$ cat config.mk
export PLATFORM = sky130hd
export DESIGN_NAME = i2c_reg_slave
export DESIGN_NICKNAME = d
export VERILOG_FILES = /design/src/rtl/i2c_reg_pkg.sv /design/src/rtl/i2c_line_sync.sv /design/src/rtl/i2c_reg_bank.sv /design/src/rtl/i2c_link_ctrl.sv /design/src/rtl/i2c_reg_slave.sv
export SDC_FILE = /design/constraint.sdc
export NUM_CORES = 1
export LEC_CHECK = 0
export ABC_CLOCK_PERIOD_IN_PS = 3800
export BUFFER_PORTS_ARGS = -buffer_cell sky130_fd_sc_hd__buf_4
export CAP_MARGIN = 20
export CORE_MARGIN = 1
export CORE_UTILIZATION = 40
export CTS_BUF_LIST = sky130_fd_sc_hd__clkbuf_16
export CTS_CLUSTER_DIAMETER = 200
export DETAILED_ROUTE_END_ITERATION = 6
export GPL_ROUTABILITY_DRIVEN = 0
export SETUP_SLACK_MARGIN = 0.15
export SYNTH_ARGS = -nofsm -noshare
export SYNTH_HDL_FRONTEND = slang
export SYNTH_SLANG_ARGS = --single-unit
$ cat constraint.sdc
create_clock -name clk -period 3.8 [get_ports clk]
set_input_delay 1.14 -clock clk [delete_from_list [all_inputs] [get_ports clk]]
set_output_delay 1.14 -clock clk [all_outputs]
set_load 0.01 [all_outputs]
$ cat src/rtl/i2c_reg_pkg.sv
package i2c_reg_pkg;
  typedef enum logic [3:0] {
    ST_IDLE,
    ST_DEV,
    ST_DEV_ACK,
    ST_REG,
    ST_REG_ACK,
    ST_WR,
    ST_WR_ACK,
    ST_RD,
    ST_RD_ACK
  } link_state_e;
endpackage

$ cat src/rtl/i2c_line_sync.sv
module i2c_line_sync #(
  parameter int STAGES = 2
) (
  input  logic clk,
  input  logic rst_n,
  input  logic scl_i,
  input  logic sda_i,
  output logic sda_s,
  output logic scl_rise,
  output logic scl_fall,
  output logic start_det,
  output logic stop_det
);
  localparam int PW = STAGES + 1;

  logic [PW-1:0] scl_pipe, sda_pipe;
  logic scl_cur, scl_prev, sda_cur, sda_prev;

  always_ff @(posedge clk or negedge rst_n) begin
    if (!rst_n) begin
      scl_pipe <= '1;
      sda_pipe <= '1;
    end else begin
      scl_pipe <= {scl_pipe[PW-2:0], scl_i};
      sda_pipe <= {sda_pipe[PW-2:0], sda_i};
    end
  end

  assign scl_cur  = scl_pipe[STAGES-1];
  assign scl_prev = scl_pipe[STAGES];
  assign sda_cur  = sda_pipe[STAGES-1];
  assign sda_prev = sda_pipe[STAGES];

  assign sda_s     = sda_cur;
  assign scl_rise  = scl_cur & ~scl_prev;
  assign scl_fall  = ~scl_cur & scl_prev;
  assign start_det = scl_cur & scl_prev & sda_prev & ~sda_cur;
  assign stop_det  = scl_cur & scl_prev & ~sda_prev & sda_cur;
endmodule

$ cat src/rtl/i2c_reg_bank.sv
module i2c_reg_bank #(
  parameter int DEPTH = 8,
  parameter int WIDTH = 8
) (
  input  logic                     clk,
  input  logic                     rst_n,
  input  logic                     wr_en,
  input  logic [$clog2(DEPTH)-1:0] wr_addr,
  input  logic [WIDTH-1:0]         wr_data,
  input  logic [$clog2(DEPTH)-1:0] rd_addr,
  output logic [WIDTH-1:0]         rd_data
);
  localparam int AW = $clog2(DEPTH);

  logic [WIDTH-1:0] mem [DEPTH];

  for (genvar i = 0; i < DEPTH; i++) begin : g_reg
    logic sel;
    assign sel = wr_en && (wr_addr == AW'(i));
    always_ff @(posedge clk or negedge rst_n) begin
      if (!rst_n) begin
        mem[i] <= '0;
      end else if (sel) begin
        mem[i] <= wr_data;
      end
    end
  end

  assign rd_data = mem[rd_addr];


  wr_commit_chk: assert property (@(posedge clk) disable iff (!rst_n)
    wr_en |=> mem[$past(wr_addr)] == $past(wr_data));
endmodule

$ cat src/rtl/i2c_link_ctrl.sv
module i2c_link_ctrl
  import i2c_reg_pkg::*;
#(
  parameter logic [6:0] DEV_ID = 7'b1000100,
  parameter int         DEPTH  = 8,
  parameter int         DW     = 8
) (
  input  logic                     clk,
  input  logic                     rst_n,
  input  logic                     sda_s,
  input  logic                     scl_rise,
  input  logic                     scl_fall,
  input  logic                     start_det,
  input  logic                     stop_det,
  input  logic [DW-1:0]            rd_data,
  output logic                     sda_oe,
  output logic                     wr_en,
  output logic [$clog2(DEPTH)-1:0] wr_addr,
  output logic [DW-1:0]            wr_data,
  output logic [$clog2(DEPTH)-1:0] rd_addr
);
  localparam int AW = $clog2(DEPTH);
  localparam int CW = $clog2(DW + 1);

  link_state_e   state_q, state_d;
  logic [CW-1:0] cnt_q, cnt_d;
  logic [DW-1:0] sh_q, sh_d;
  logic [AW-1:0] ptr_q, ptr_d;
  logic          oe_q, oe_d;
  logic          rw_q, rw_d;
  logic          mack_q, mack_d;
  logic          bus_evt;

  function automatic logic [AW-1:0] ptr_next(input logic [AW-1:0] p);
    return (p == AW'(DEPTH - 1)) ? '0 : p + 1'b1;
  endfunction

  assign bus_evt = start_det | stop_det;

  always_comb begin
    state_d = state_q;
    cnt_d   = cnt_q;
    sh_d    = sh_q;
    ptr_d   = ptr_q;
    oe_d    = oe_q;
    rw_d    = rw_q;
    mack_d  = mack_q;
    wr_en   = 1'b0;
    if (stop_det) begin
      state_d = ST_IDLE;
      oe_d    = 1'b0;
    end else if (start_det) begin
      state_d = ST_DEV;
      cnt_d   = '0;
      oe_d    = 1'b0;
    end else begin
      unique case (state_q)
        ST_DEV, ST_REG, ST_WR: begin
          if (scl_rise && cnt_q != CW'(DW)) begin
            sh_d  = {sh_q[DW-2:0], sda_s};
            cnt_d = cnt_q + 1'b1;
          end
          if (scl_fall && cnt_q == CW'(DW)) begin
            cnt_d = '0;
            oe_d  = 1'b1;
            if (state_q == ST_DEV) begin
              if (sh_q[DW-1:1] == DEV_ID) begin
                state_d = ST_DEV_ACK;
                rw_d    = sh_q[0];
              end else begin
                state_d = ST_IDLE;
                oe_d    = 1'b0;
              end
            end else if (state_q == ST_REG) begin
              state_d = ST_REG_ACK;
            end else begin
              state_d = ST_WR_ACK;
            end
          end
        end
        ST_DEV_ACK: begin
          if (scl_fall) begin
            cnt_d = '0;
            if (rw_q) begin
              state_d = ST_RD;
              sh_d    = rd_data;
              oe_d    = ~rd_data[DW-1];
            end else begin
              state_d = ST_REG;
              oe_d    = 1'b0;
            end
          end
        end
        ST_REG_ACK: begin
          if (scl_fall) begin
            ptr_d   = sh_q[AW-1:0];
            state_d = ST_WR;
            oe_d    = 1'b0;
          end
        end
        ST_WR_ACK: begin
          if (scl_fall) begin
            wr_en   = 1'b1;
            ptr_d   = ptr_next(ptr_q);
            state_d = ST_WR;
            oe_d    = 1'b0;
          end
        end
        ST_RD: begin
          if (scl_fall) begin
            if (cnt_q == CW'(DW - 1)) begin
              cnt_d   = '0;
              oe_d    = 1'b0;
              state_d = ST_RD_ACK;
            end else begin
              cnt_d = cnt_q + 1'b1;
              sh_d  = {sh_q[DW-2:0], 1'b0};
              oe_d  = ~sh_q[DW-2];
            end
          end
        end
        ST_RD_ACK: begin
          if (scl_rise) begin
            mack_d = ~sda_s;
          end
          if (scl_fall) begin
            ptr_d = ptr_next(ptr_q);
            if (mack_q) begin
              state_d = ST_RD;
              sh_d    = rd_data;
              oe_d    = ~rd_data[DW-1];
              cnt_d   = '0;
            end else begin
              state_d = ST_IDLE;
              oe_d    = 1'b0;
            end
          end
        end
        default: begin
          oe_d = 1'b0;
        end
      endcase
    end
  end

  always_ff @(posedge clk or negedge rst_n) begin
    if (!rst_n) begin
      state_q <= ST_IDLE;
      cnt_q   <= '0;
      sh_q    <= '0;
      ptr_q   <= '0;
      oe_q    <= 1'b0;
      rw_q    <= 1'b0;
      mack_q  <= 1'b0;
    end else begin
      state_q <= state_d;
      cnt_q   <= cnt_d;
      sh_q    <= sh_d;
      ptr_q   <= ptr_d;
      oe_q    <= oe_d;
      rw_q    <= rw_d;
      mack_q  <= mack_d;
    end
  end

  assign sda_oe  = oe_q;
  assign wr_addr = ptr_q;
  assign wr_data = sh_q;
  assign rd_addr = (state_q == ST_RD_ACK) ? ptr_next(ptr_q) : ptr_q;


  drive_scope_chk: assert property (@(posedge clk) disable iff (!rst_n)
    oe_q |-> (state_q inside {ST_DEV_ACK, ST_REG_ACK, ST_WR_ACK, ST_RD}));


  id_miss_chk: assert property (@(posedge clk) disable iff (!rst_n)
    (state_q == ST_DEV && scl_fall && !bus_evt && cnt_q == CW'(DW) &&
     sh_q[DW-1:1] != DEV_ID) |=> (state_q == ST_IDLE && !oe_q));


  ptr_wrap_chk: assert property (@(posedge clk) disable iff (!rst_n)
    (state_q == ST_WR_ACK && scl_fall && !bus_evt && ptr_q == AW'(DEPTH - 1))
      |=> ptr_q == '0);


  stop_idle_chk: assert property (@(posedge clk) disable iff (!rst_n)
    stop_det |=> (state_q == ST_IDLE && !oe_q));


  nack_release_chk: assert property (@(posedge clk) disable iff (!rst_n)
    (state_q == ST_RD_ACK && scl_fall && !bus_evt && !mack_q)
      |=> (state_q == ST_IDLE && !oe_q));
endmodule

$ cat src/rtl/i2c_reg_slave.sv
module i2c_reg_slave #(
  parameter logic [6:0] DEV_ID      = 7'b1000100,
  parameter int         REG_DEPTH   = 8,
  parameter int         REG_W       = 8,
  parameter int         SYNC_STAGES = 2
) (
  input  logic clk,
  input  logic rst_n,
  input  logic scl_i,
  input  logic sda_i,
  output logic sda_oe_o
);
  localparam int AW = $clog2(REG_DEPTH);

  logic [1:0]       rst_pipe;
  logic             rst_int_n;
  logic             sda_s, scl_rise, scl_fall, start_det, stop_det;
  logic             wr_en;
  logic [AW-1:0]    wr_addr, rd_addr;
  logic [REG_W-1:0] wr_data, rd_data;

  always_ff @(posedge clk or negedge rst_n) begin
    if (!rst_n) begin
      rst_pipe <= '0;
    end else begin
      rst_pipe <= {rst_pipe[0], 1'b1};
    end
  end
  assign rst_int_n = rst_pipe[1];

  i2c_line_sync #(.STAGES(SYNC_STAGES)) sync_i (
    .clk       (clk),
    .rst_n     (rst_int_n),
    .scl_i     (scl_i),
    .sda_i     (sda_i),
    .sda_s     (sda_s),
    .scl_rise  (scl_rise),
    .scl_fall  (scl_fall),
    .start_det (start_det),
    .stop_det  (stop_det)
  );

  i2c_link_ctrl #(.DEV_ID(DEV_ID), .DEPTH(REG_DEPTH), .DW(REG_W)) ctrl_i (
    .clk       (clk),
    .rst_n     (rst_int_n),
    .sda_s     (sda_s),
    .scl_rise  (scl_rise),
    .scl_fall  (scl_fall),
    .start_det (start_det),
    .stop_det  (stop_det),
    .rd_data   (rd_data),
    .sda_oe    (sda_oe_o),
    .wr_en     (wr_en),
    .wr_addr   (wr_addr),
    .wr_data   (wr_data),
    .rd_addr   (rd_addr)
  );

  i2c_reg_bank #(.DEPTH(REG_DEPTH), .WIDTH(REG_W)) bank_i (
    .clk     (clk),
    .rst_n   (rst_int_n),
    .wr_en   (wr_en),
    .wr_addr (wr_addr),
    .wr_data (wr_data),
    .rd_addr (rd_addr),
    .rd_data (rd_data)
  );


  rst_quiet_chk: assert property (@(posedge clk)
    !rst_int_n |-> !sda_oe_o);
endmodule

== Yosys cells after proc, flatten, opt, wreduce, memory -nomap -nowiden ==
Index checks and enable logic that the tools add are counted.
Storage, ports and cells
  register bits: 94
  logic and storage cells: 157
Operators by class
  $add $sub $neg: 2
  $lt $le $gt $ge: 1
  equality and inequality tests: 39
  multiplexer cells: 56
  bitwise logic cells: 16
  reduce and logical (&&, ||, !) cells: 25
Operators with widths (count)
  8-bit two-way mux: 9
  4-bit two-way mux: 17
  8-bit one-hot mux with 4 select lines: 1
  4-bit by 1-bit != test with 1-bit output (second input constant): 7
  8-bit binary-select mux with 3-bit select: 1
  4-bit by 3-bit equality test with 1-bit output (second input constant): 5
  4-bit one-hot mux with 5 select lines: 1
  3-bit two-way mux: 6
  1-bit two-way mux: 16
  2-bit by 1-bit != test with 1-bit output (second input constant): 8
  4-bit one-hot mux with 4 select lines: 1
  7-bit AND reduction: 2
  3-bit equality test (second input constant): 4
  3-bit by 1-bit != test with 1-bit output (second input constant): 4
  1-bit logical AND: 10
  10-bit AND reduction: 1
  5-bit AND reduction: 2
  4-bit by 2-bit equality test with 1-bit output (second input constant): 2
  4-bit equality test (second input constant): 2
  1-bit NOT: 8
  1-bit bitwise AND: 7
  7-bit equality test (second input constant): 1
  7-bit nonzero test: 1
  3-bit by 2-bit equality test with 1-bit output (second input constant): 2
  other kinds (19): 21

== Longest topological paths before layout ==
Gate-level depths: netlist (run 1).
  word-level depth: 13
  mapped depth: 10
  gate-level depth less buffers: 8

== By module ==
From an unflattened synthesis (run 1), not the netlist that was laid out.
Unflattened totals
  cell total of the unflattened synthesis: 357
  area, all modules: 4835.9 um^2
By module, submodules not included
  i2c_reg_bank: times used 1, cells each 172, area an instance 2992.9 um^2
  i2c_link_ctrl: times used 1, cells each 172, area an instance 1599.0 um^2
  i2c_line_sync: times used 1, cells each 10, area an instance 190.2 um^2
  i2c_reg_slave: times used 1, cells each 3, area an instance 53.8 um^2

== Worst setup path after synthesis (run 1) ==
Ideal clock, no wire load.
  kind: register to register
  start: register ctrl_i.ptr_q[2], in the netlist ctrl_i.wr_addr[2]
  end: register ctrl_i.sh_q[7], in the netlist ctrl_i.wr_data[7]
  library setup time: 126 ps
  arrival time: 2496 ps
  required time: 3674 ps
  path slack: 1177 ps
  cell stages (with the launch flop): 10
  buffers on the path: 1
  clock period less this slack: 2623 ps
  path through: dfrtp_1 clkbuf_1 inv_1 ha_1 or4b_4 o32ai_2 o21ai_1 o2111ai_1 nor3_1 a311o_1
On the way
  cells in the longest elaborated chain, start to end: 10
  elaborated cells between the ends (all ways): 13
  those cells by class: add/sub: 1; eq/ne: 1; mux: 10; bitwise: 1
Ends and longest elaborated chain
  start, declared: line i2c_link_ctrl.sv:28  | logic [AW-1:0] ptr_q, ptr_d;
  start signal, assigned: line i2c_link_ctrl.sv:159  | ptr_q <= ptr_d;
  3-bit by 1-bit adder with 3-bit output or 3-bit equality test (tied branches): line i2c_link_ctrl.sv:35  | return (p == AW'(DEPTH - 1)) ? '0 : p + 1'b1;
  3-bit two-way mux: line i2c_link_ctrl.sv:35
  3-bit two-way mux *: line i2c_link_ctrl.sv:169  | assign rd_addr = (state_q == ST_RD_ACK) ? ptr_next(ptr_q) : ptr_q;
  3-bit NOT with 4-bit output (not written as such) *: line i2c_reg_bank.sv:29  | assign rd_data = mem[rd_addr];
  8-bit binary-select mux with 3-bit select *: line i2c_reg_bank.sv:29
  8-bit two-way mux (not written as such) * (2 in a row): line i2c_reg_bank.sv:29
  8-bit two-way mux, on equally long branches: line i2c_link_ctrl.sv:128, i2c_link_ctrl.sv:84
  8-bit two-way mux, on equally long branches: line i2c_link_ctrl.sv:126, i2c_link_ctrl.sv:82
  8-bit one-hot mux with 4 select lines *: line i2c_link_ctrl.sv:57  | unique case (state_q)
  end signal, assigned: line i2c_link_ctrl.sv:150  | sh_q <= '0;
  end signal, assigned: line i2c_link_ctrl.sv:158  | sh_q <= sh_d;
  end, declared: line i2c_link_ctrl.sv:27  | logic [DW-1:0] sh_q, sh_d;
Mark *: on every way between the ends. The rest lies on a longest branch, timed or not. The select of a mux whose other input is x is not followed.
A chain may end at the register's enable or synchronous reset.

== Worst setup path in the final report (run 1) ==
  start: register ctrl_i.ptr_q[1], in the netlist ctrl_i.wr_addr[1]
  end: register ctrl_i.sh_q[7], in the netlist ctrl_i.wr_data[7]
Same word-level chain as after synthesis.

==> results of run 1 <==
==> cell families (layout without fill, tap and decap cells) <==
logic type	Yosys count	count (layout)
xor+xnor	3	3
flops	94	94
compound gates	87	87
simple gates	175	175
fa+ha+maj	8	8
buf+inv	41	38
other cells	1	1
mux	83	83
==> power by group <==
| part | internal (uW) | leakage [uW] | total [uW] | switching, uW |
|---|---|---|---|---|
| logic | 536 | 0.00108 | 1320 | 781 |
| registers | 1150 | 0.00124 | 1470 | 320 |
| clock network | 440 | 0.000136 | 833 | 393 |
| total | 2130 | 0.00245 | 3620 | 1490 |
==> sequential cells by signal, summed over array words and instances (netlist names) <==
name             flops
ctrl_i.mack_q        1
ctrl_i.rw_q          1
ctrl_i.wr_addr       3
ctrl_i.state_q       4
sync_i.scl_pipe      3
sync_i.sda_pipe      3
bank_i.mem          64
ctrl_i.sda_oe        1
ctrl_i.wr_data       8
ctrl_i.cnt_q         4
rst_pipe             2
==> cell usage after synthesis, types with 3 or more instances <==
| master | count |
|---|---|
| a22oi_1 | 6 |
| clkbuf_1 | 14 |
| nor2b_1 | 7 |
| a32oi_1 | 8 |
| a31oi_1 | 10 |
| dfstp_2 | 6 |
| inv_1 | 11 |
| mux2i_1 | 18 |
| o22ai_1 | 6 |
| nand3_1 | 25 |
| ha_1 | 8 |
| o21bai_1 | 4 |
| nand4_1 | 7 |
| nor3_1 | 7 |
| dfrtp_1 | 88 |
| o21ai_0 | 16 |
| nor3b_1 | 3 |
| buf_2 | 9 |
| mux2_2 | 65 |
| and3_1 | 5 |
| a21oi_1 | 12 |
| nor2_1 | 23 |
| nand2_1 | 73 |
| nand2b_1 | 5 |
==> metrics by stage <==
stage / util / std cells / setup WS, ns
after global routing: 0.452 / 657 / 0.561
after global placement: 0.430 / 641 / 0.879
final: 0.452 / 657 / 0.693
after floorplan: - / 492 / 0.998
after detailed placement: 0.430 / 641 / 0.776
after CTS: 0.452 / 657 / 0.757
==> per-layer routing <==
| metal | vias up | part of all wire | global-route usage |
|---|---|---|---|
| met5 | - | 0 | 0 |
| met4 | 0 | 0.013 | 0.0563 |
| met3 | 17 | 0.053 | 0.0480 |
| met2 | 124 | 0.46 | 0.327 |
| met1 | 1917 | 0.47 | 0.287 |
| li1 | 1761 | - | - |
==> critical path, cell delays in order (launching register included) <==
cell       delay, ns
dfrtp_1         0.51
ha_1            0.28
ha_1            0.40
or4b_4          0.53
o32ai_2         0.41
o21ai_1         0.22
o2111ai_1       0.29
nor3_1          0.08
a311o_1         0.27
==> worst max-delay path by stage <==
stage	depth (start not counted)	endpoint	startpoint	slack, ns
after CTS	8	ctrl_i.wr_data[7]	ctrl_i.wr_addr[1]	0.76
after detailed placement	8	ctrl_i.wr_data[7]	ctrl_i.wr_addr[1]	0.78
after global placement	8	ctrl_i.wr_data[7]	ctrl_i.wr_addr[1]	0.88
after floorplan	0	bank_i.mem[0]	rst_pipe[1]	1.0
after global routing	8	ctrl_i.wr_data[7]	ctrl_i.wr_addr[2]	0.56
final	8	ctrl_i.wr_data[7]	ctrl_i.wr_addr[1]	0.69
==> area by class of cell <==
class	count	area share
tap	168	0.0381
clock inverter	7	0.00748
inverter	12	0.00816
clock buffer	9	0.0408
sequential	94	0.428
multi-input combinational	357	0.464
timing repair buffer	10	0.0136
==> impl_metrics.toml, run 1 <==
[routing]
viasPerCell = 5.81
ant_nets = 0
wl_per_cell_um = 19.2
drt_wl_total_um = 12600
drc = 0
firstDrtPassIters = 5
route.vias.total = 3819
dr.first_iter.drc_count = 312

[global_routing]
track_usage = 0.208
grt_first_pass_wirelength_um = 20900
first_global_vias = 3890
grt_antenna_before_repair = 0
grt_max_degree = 65
overflow = 0

[final_layout]
nets = 496
ff_latch_area_sq_um = 2360
antenna_cells = 0
drive_gt1_frac = 0.221
most-common-layout-cells = "dfrtp_1, nand2_1, mux2_2"
final_common_cell = "dfrtp_1"
area_growth_pct = 8.08
multi_input_area_sq_um = 2560
stdcell_area_sq_um = 5520
nFillCells = 1158

[timing]
drv_slew = 0
tns_ns = 0
worst_slew_pin_slew_ns = 0.850
layout_min_cycle_time_ns = 3.11
hold_slack_ns = 0.351
rsz0062_at_grt = "no"
slew_headroom = 0.433
fmax_ghz = 0.322
hold_violations = 0
skew_ns = 0.00811
finalCritPeriodShare = 0.818
setup_viol = 0

[placed_design]
buffer_ports.inserted = 4
hpwl_um = 8380
placed_area_sq_um = 5260

[critical_path]
r2r_end = "ctrl_i.wr_data[7]"
required_ns = 4.03
reg2reg_depth = 8
r2r_slack_ns = 0.69
critPathLaunchType = "flip-flop"
crit_fanout = 9
end_kind = "flip-flop"
crit_arrival_ns = 3.34
path_class = "flip-flop to flip-flop"
rr_startpoint = "ctrl_i.wr_addr[1]"

[clock_tree]
clkTransAtPathRegs_ns = 0.07
h-tree-depth = 3
clock_path_buffers = 2
holdBufCountCts = 0
cts_sinks = 94
root_buffer = "clkbuf_16"
post-cts-setup-buffers = 0
cts.repair.resized = 0
insertion_delay_ns = 0.35
numCtsBuffers = 9
cts_tree = "yes"

[logic_synthesis]
synth_area_per_cell_sq_um = 10.4
synth_fa_ha_area_frac = 0.0196
synth_area_leader_cell = "dfrtp_1"
yosys-top-cells-area = "dfrtp_1, mux2_2, nand2_1"
ys_seq_area_frac = 0.462
synth-edff-count = 0
synthMuxAreaShare = 0.179
synth_area_sq_um = 5110
synthXorXnorAreaFrac = 0.00514
syn-num-nets = 504
synth-compound-area-share = 0.125
synth-seq-cells = 94
synth-async-reset-ratio = 1.00
yosysWarnings = 0
synth_cell_types = 66
synth_top_family_by_area = "multiplexers"
synth-simple-area-share = 0.172
synth_top_flop_cell = "dfrtp_1"
yosys.area.top_type_share = 0.431
synthCells = 492

[run]
maxCapViolCount = 0

[floorplan]
ioPinCount = 5
dieHeight_um = 115
die_area_sq_um = 13200
fp.dieW_um = 115
start_util = 0.418
coreArea_sq_um = 12200
rows = 40

[pwr]
ir_drop_mv = 0.366
power.density_nw_per_um2 = 656
p_leak_uw = 0.00245
total_power_uw = 3620

[hold_path]
hold_path.class = "flip-flop to flip-flop"
holdPathEnd = "rst_pipe[1]"
whs_path_depth = 0
min-delay-start = "rst_pipe[0]"

[run_status]
status = "finished clean"
No activity file was read; power rests on OpenSTA's default activity.
==> inputs of run 2 (changes only) <==
--- a/config.mk
+++ b/config.mk
@@ -5,7 +5,8 @@
 export SDC_FILE = /design/constraint.sdc
 export NUM_CORES = 1
 export LEC_CHECK = 0
-export ABC_CLOCK_PERIOD_IN_PS = 3800
+export ABC_AREA = 1
+export ABC_CLOCK_PERIOD_IN_PS = 2950
 export BUFFER_PORTS_ARGS = -buffer_cell sky130_fd_sc_hd__buf_4
 export CAP_MARGIN = 20
 export CORE_MARGIN = 1
==> constraint.sdc (replaced) <==
create_clock -name clk -period 2.95 [get_ports clk]
set_input_delay 0.885 -clock clk [delete_from_list [all_inputs] [get_ports clk]]
set_output_delay 0.885 -clock clk [all_outputs]
set_load 0.01 [all_outputs]
==> impl_metrics.toml, run 2 <==
[global_routing]
grt_antenna_before_repair = 0
track_usage = 0.197
use_met3 = 0.0307
use_met2 = 0.302
top_usage_layer = "met2"
overflow = 0
grt_first_pass_wirelength_um = 19800
first_global_vias = 3913
grt_max_degree = 63
globalRouteMet1Util = 0.278

[floorplan]
coreArea_sq_um = 12200
dieHeight_um = 114
fp.dieW_um = 114
die_area_sq_um = 13100
ioPinCount = 5
start_util = 0.415
rows = 40

[timing]
worst_slew_pin_slew_ns = 0.811
fmax_ghz = 0.429
hold_violations = 0
drv_slew = 0
slew_headroom = 0.459
finalCritPeriodShare = 0.790
layout_min_cycle_time_ns = 2.33
tns_ns = 0
setup_viol = 0
skew_ns = 0.00812
rsz0062_at_grt = "no"

[routing]
drt_wl_total_um = 11700
dr.first_iter.drc_count = 305
ant_nets = 0
drc = 0
firstDrtPassIters = 5
wl_per_cell_um = 14.3
viasPerCell = 4.97
route.vias.total = 4058

[final_layout]
drive_gt1_frac = 0.0957
nFillCells = 1217
largest-register = "bank_i.mem"
final_common_cell = "nand2_1"
largest_reg_flops = 64
most-common-layout-cells = "nand2_1, inv_1, dfrtp_1"
area_growth_pct = 9.20
stdcell_area_sq_um = 5510
layout.cells.non_filler = 816
nets = 656
antenna_cells = 0

[logic_synthesis]
synthCells = 645
yosys-top-cells-area = "dfrtp_1, nand2_1, nand3_1"
synth_area_per_cell_sq_um = 7.82
synth-seq-cells = 94
synth_top_flop_cell = "dfrtp_1"
synth-async-reset-ratio = 1.00
ys_seq_area_frac = 0.468
synth_area_sq_um = 5050
yosysWarnings = 0
synthTopCellsByCount = "nand2_1, inv_1, dfrtp_1"
syn-num-nets = 657
yosys.area.top_type_share = 0.436
yosysMostFrequentCell = "nand2_1"
synth-edff-count = 0
synth_area_leader_cell = "dfrtp_1"
synth_cell_types = 36

[clock_tree]
cts_tree = "yes"
numCtsBuffers = 9
holdBufCountCts = 0
cts_sinks = 94
post-cts-setup-buffers = 0
clock_path_buffers = 2
clkTransAtPathRegs_ns = 0.07
h-tree-depth = 3
insertion_delay_ns = 0.35
cts.repair.resized = 0
root_buffer = "clkbuf_16"

[placed_design]
placed_area_sq_um = 5170
dpl.cell_count = 801
buffer_ports.inserted = 4
hpwl_um = 8170

[critical_path]
critPathLaunchType = "flip-flop"
crit_arrival_ns = 2.61
end_kind = "flip-flop"
required_ns = 3.23
path_class = "flip-flop to flip-flop"
crit_fanout = 31

[pwr]
swShare = 0.420
power.density_nw_per_um2 = 948
p_switching_uw = 2190
p_comb_frac = 0.404
p_int_uw = 3030
p_clk_frac = 0.252
ir_drop_mv = 0.506
seqPwrFrac = 0.345
p_leak_uw = 0.00259

[hold_path]
hold_path.class = "input port to async pin"

[run]
maxCapViolCount = 0

[run_status]
status = "finished clean"
==> run 2: per-stage QoR <==
step	hold slack, ns	setup slack [ns]	util	total power [uW]
6_report	0.305	0.619	0.453	5220
3_3_place_gp	0.344	0.766	0.426	3870
2_1_floorplan	0.331	1.04	-	3420
4_1_cts	0.300	0.645	0.453	5240
5_1_grt	0.296	0.447	0.453	5630
3_5_place_dp	0.338	0.674	0.426	3910
==> run 2: cell type report <==
cell class	count	area (sq um)	area share
Clock buffer	9	225	0.0409
Clock inverter	6	110	0.0200
Inverter	103	387	0.0702
Multi-Input combinational cell	429	2160	0.392
Sequential cell	94	2360	0.429
Tap cell	168	210	0.0381
Timing Repair Buffer	7	52.6	0.00954
==> run 2: worst paths after layout <==
path                                          from                  to  slack (ns)  cells after the start
worst min register to register  sync_i.sda_pipe[0]  sync_i.sda_pipe[1]        0.36                      0
worst max register to register   ctrl_i.wr_addr[0]       ctrl_i.sda_oe        0.62                     14
worst min-delay path                         rst_n         rst_pipe[0]        0.30                      1
worst max-delay path             ctrl_i.wr_addr[0]       ctrl_i.sda_oe        0.62                     14
max in group asynchronous              rst_pipe[1]  sync_i.scl_pipe[2]        1.76                      1
min in group clk                sync_i.sda_pipe[0]  sync_i.sda_pipe[1]        0.36                      0
==> run 2: logic make-up (layout without fill, tap and decap cells) <==
logic type,count (synthesis),count (layout),synth area share
flops,94,94,0.468
simple gates,315,315,0.295
fa+ha+maj,8,8,0.0198
xor+xnor,1,1,0.00174
buf+inv,122,125,0.104
other cells,1,1,0.000743
compound gates,104,104,0.111
==> run 2: per-layer routing <==
metal / share of wire / up-vias
met5: 0 / -
met4: 0.015 / 0
met3: 0.032 / 14
met2: 0.45 / 72
met1: 0.50 / 1927
li1: - / 2045
==> run 2: critical path, stage by stage (launching register included) <==
cell and delay [ns]:
dfrtp_1 0.44, ha_1 0.25, ha_1 0.26, nor2_1 0.16
nand3_1 0.16, nand2_1 0.11, buf_4 0.31, nand2_1 0.10
nand3_1 0.08, nand3_1 0.11, nand2_1 0.10, nand2_1 0.05
nand2_1 0.05, nand2_1 0.04, nand2_1 0.05
==> run 2: power groups by stage <==
| stage | registers (uW) | clock network [uW] | logic, uW |
|---|---|---|---|
| after global placement | 1820 | 0 | 2060 |
| after detailed placement | 1820 | 0 | 2090 |
| final | 1800 | 1320 | 2110 |
| after global routing | 1840 | 1410 | 2380 |
| after CTS | 1800 | 1340 | 2100 |
| after floorplan | 1760 | 0 | 1660 |
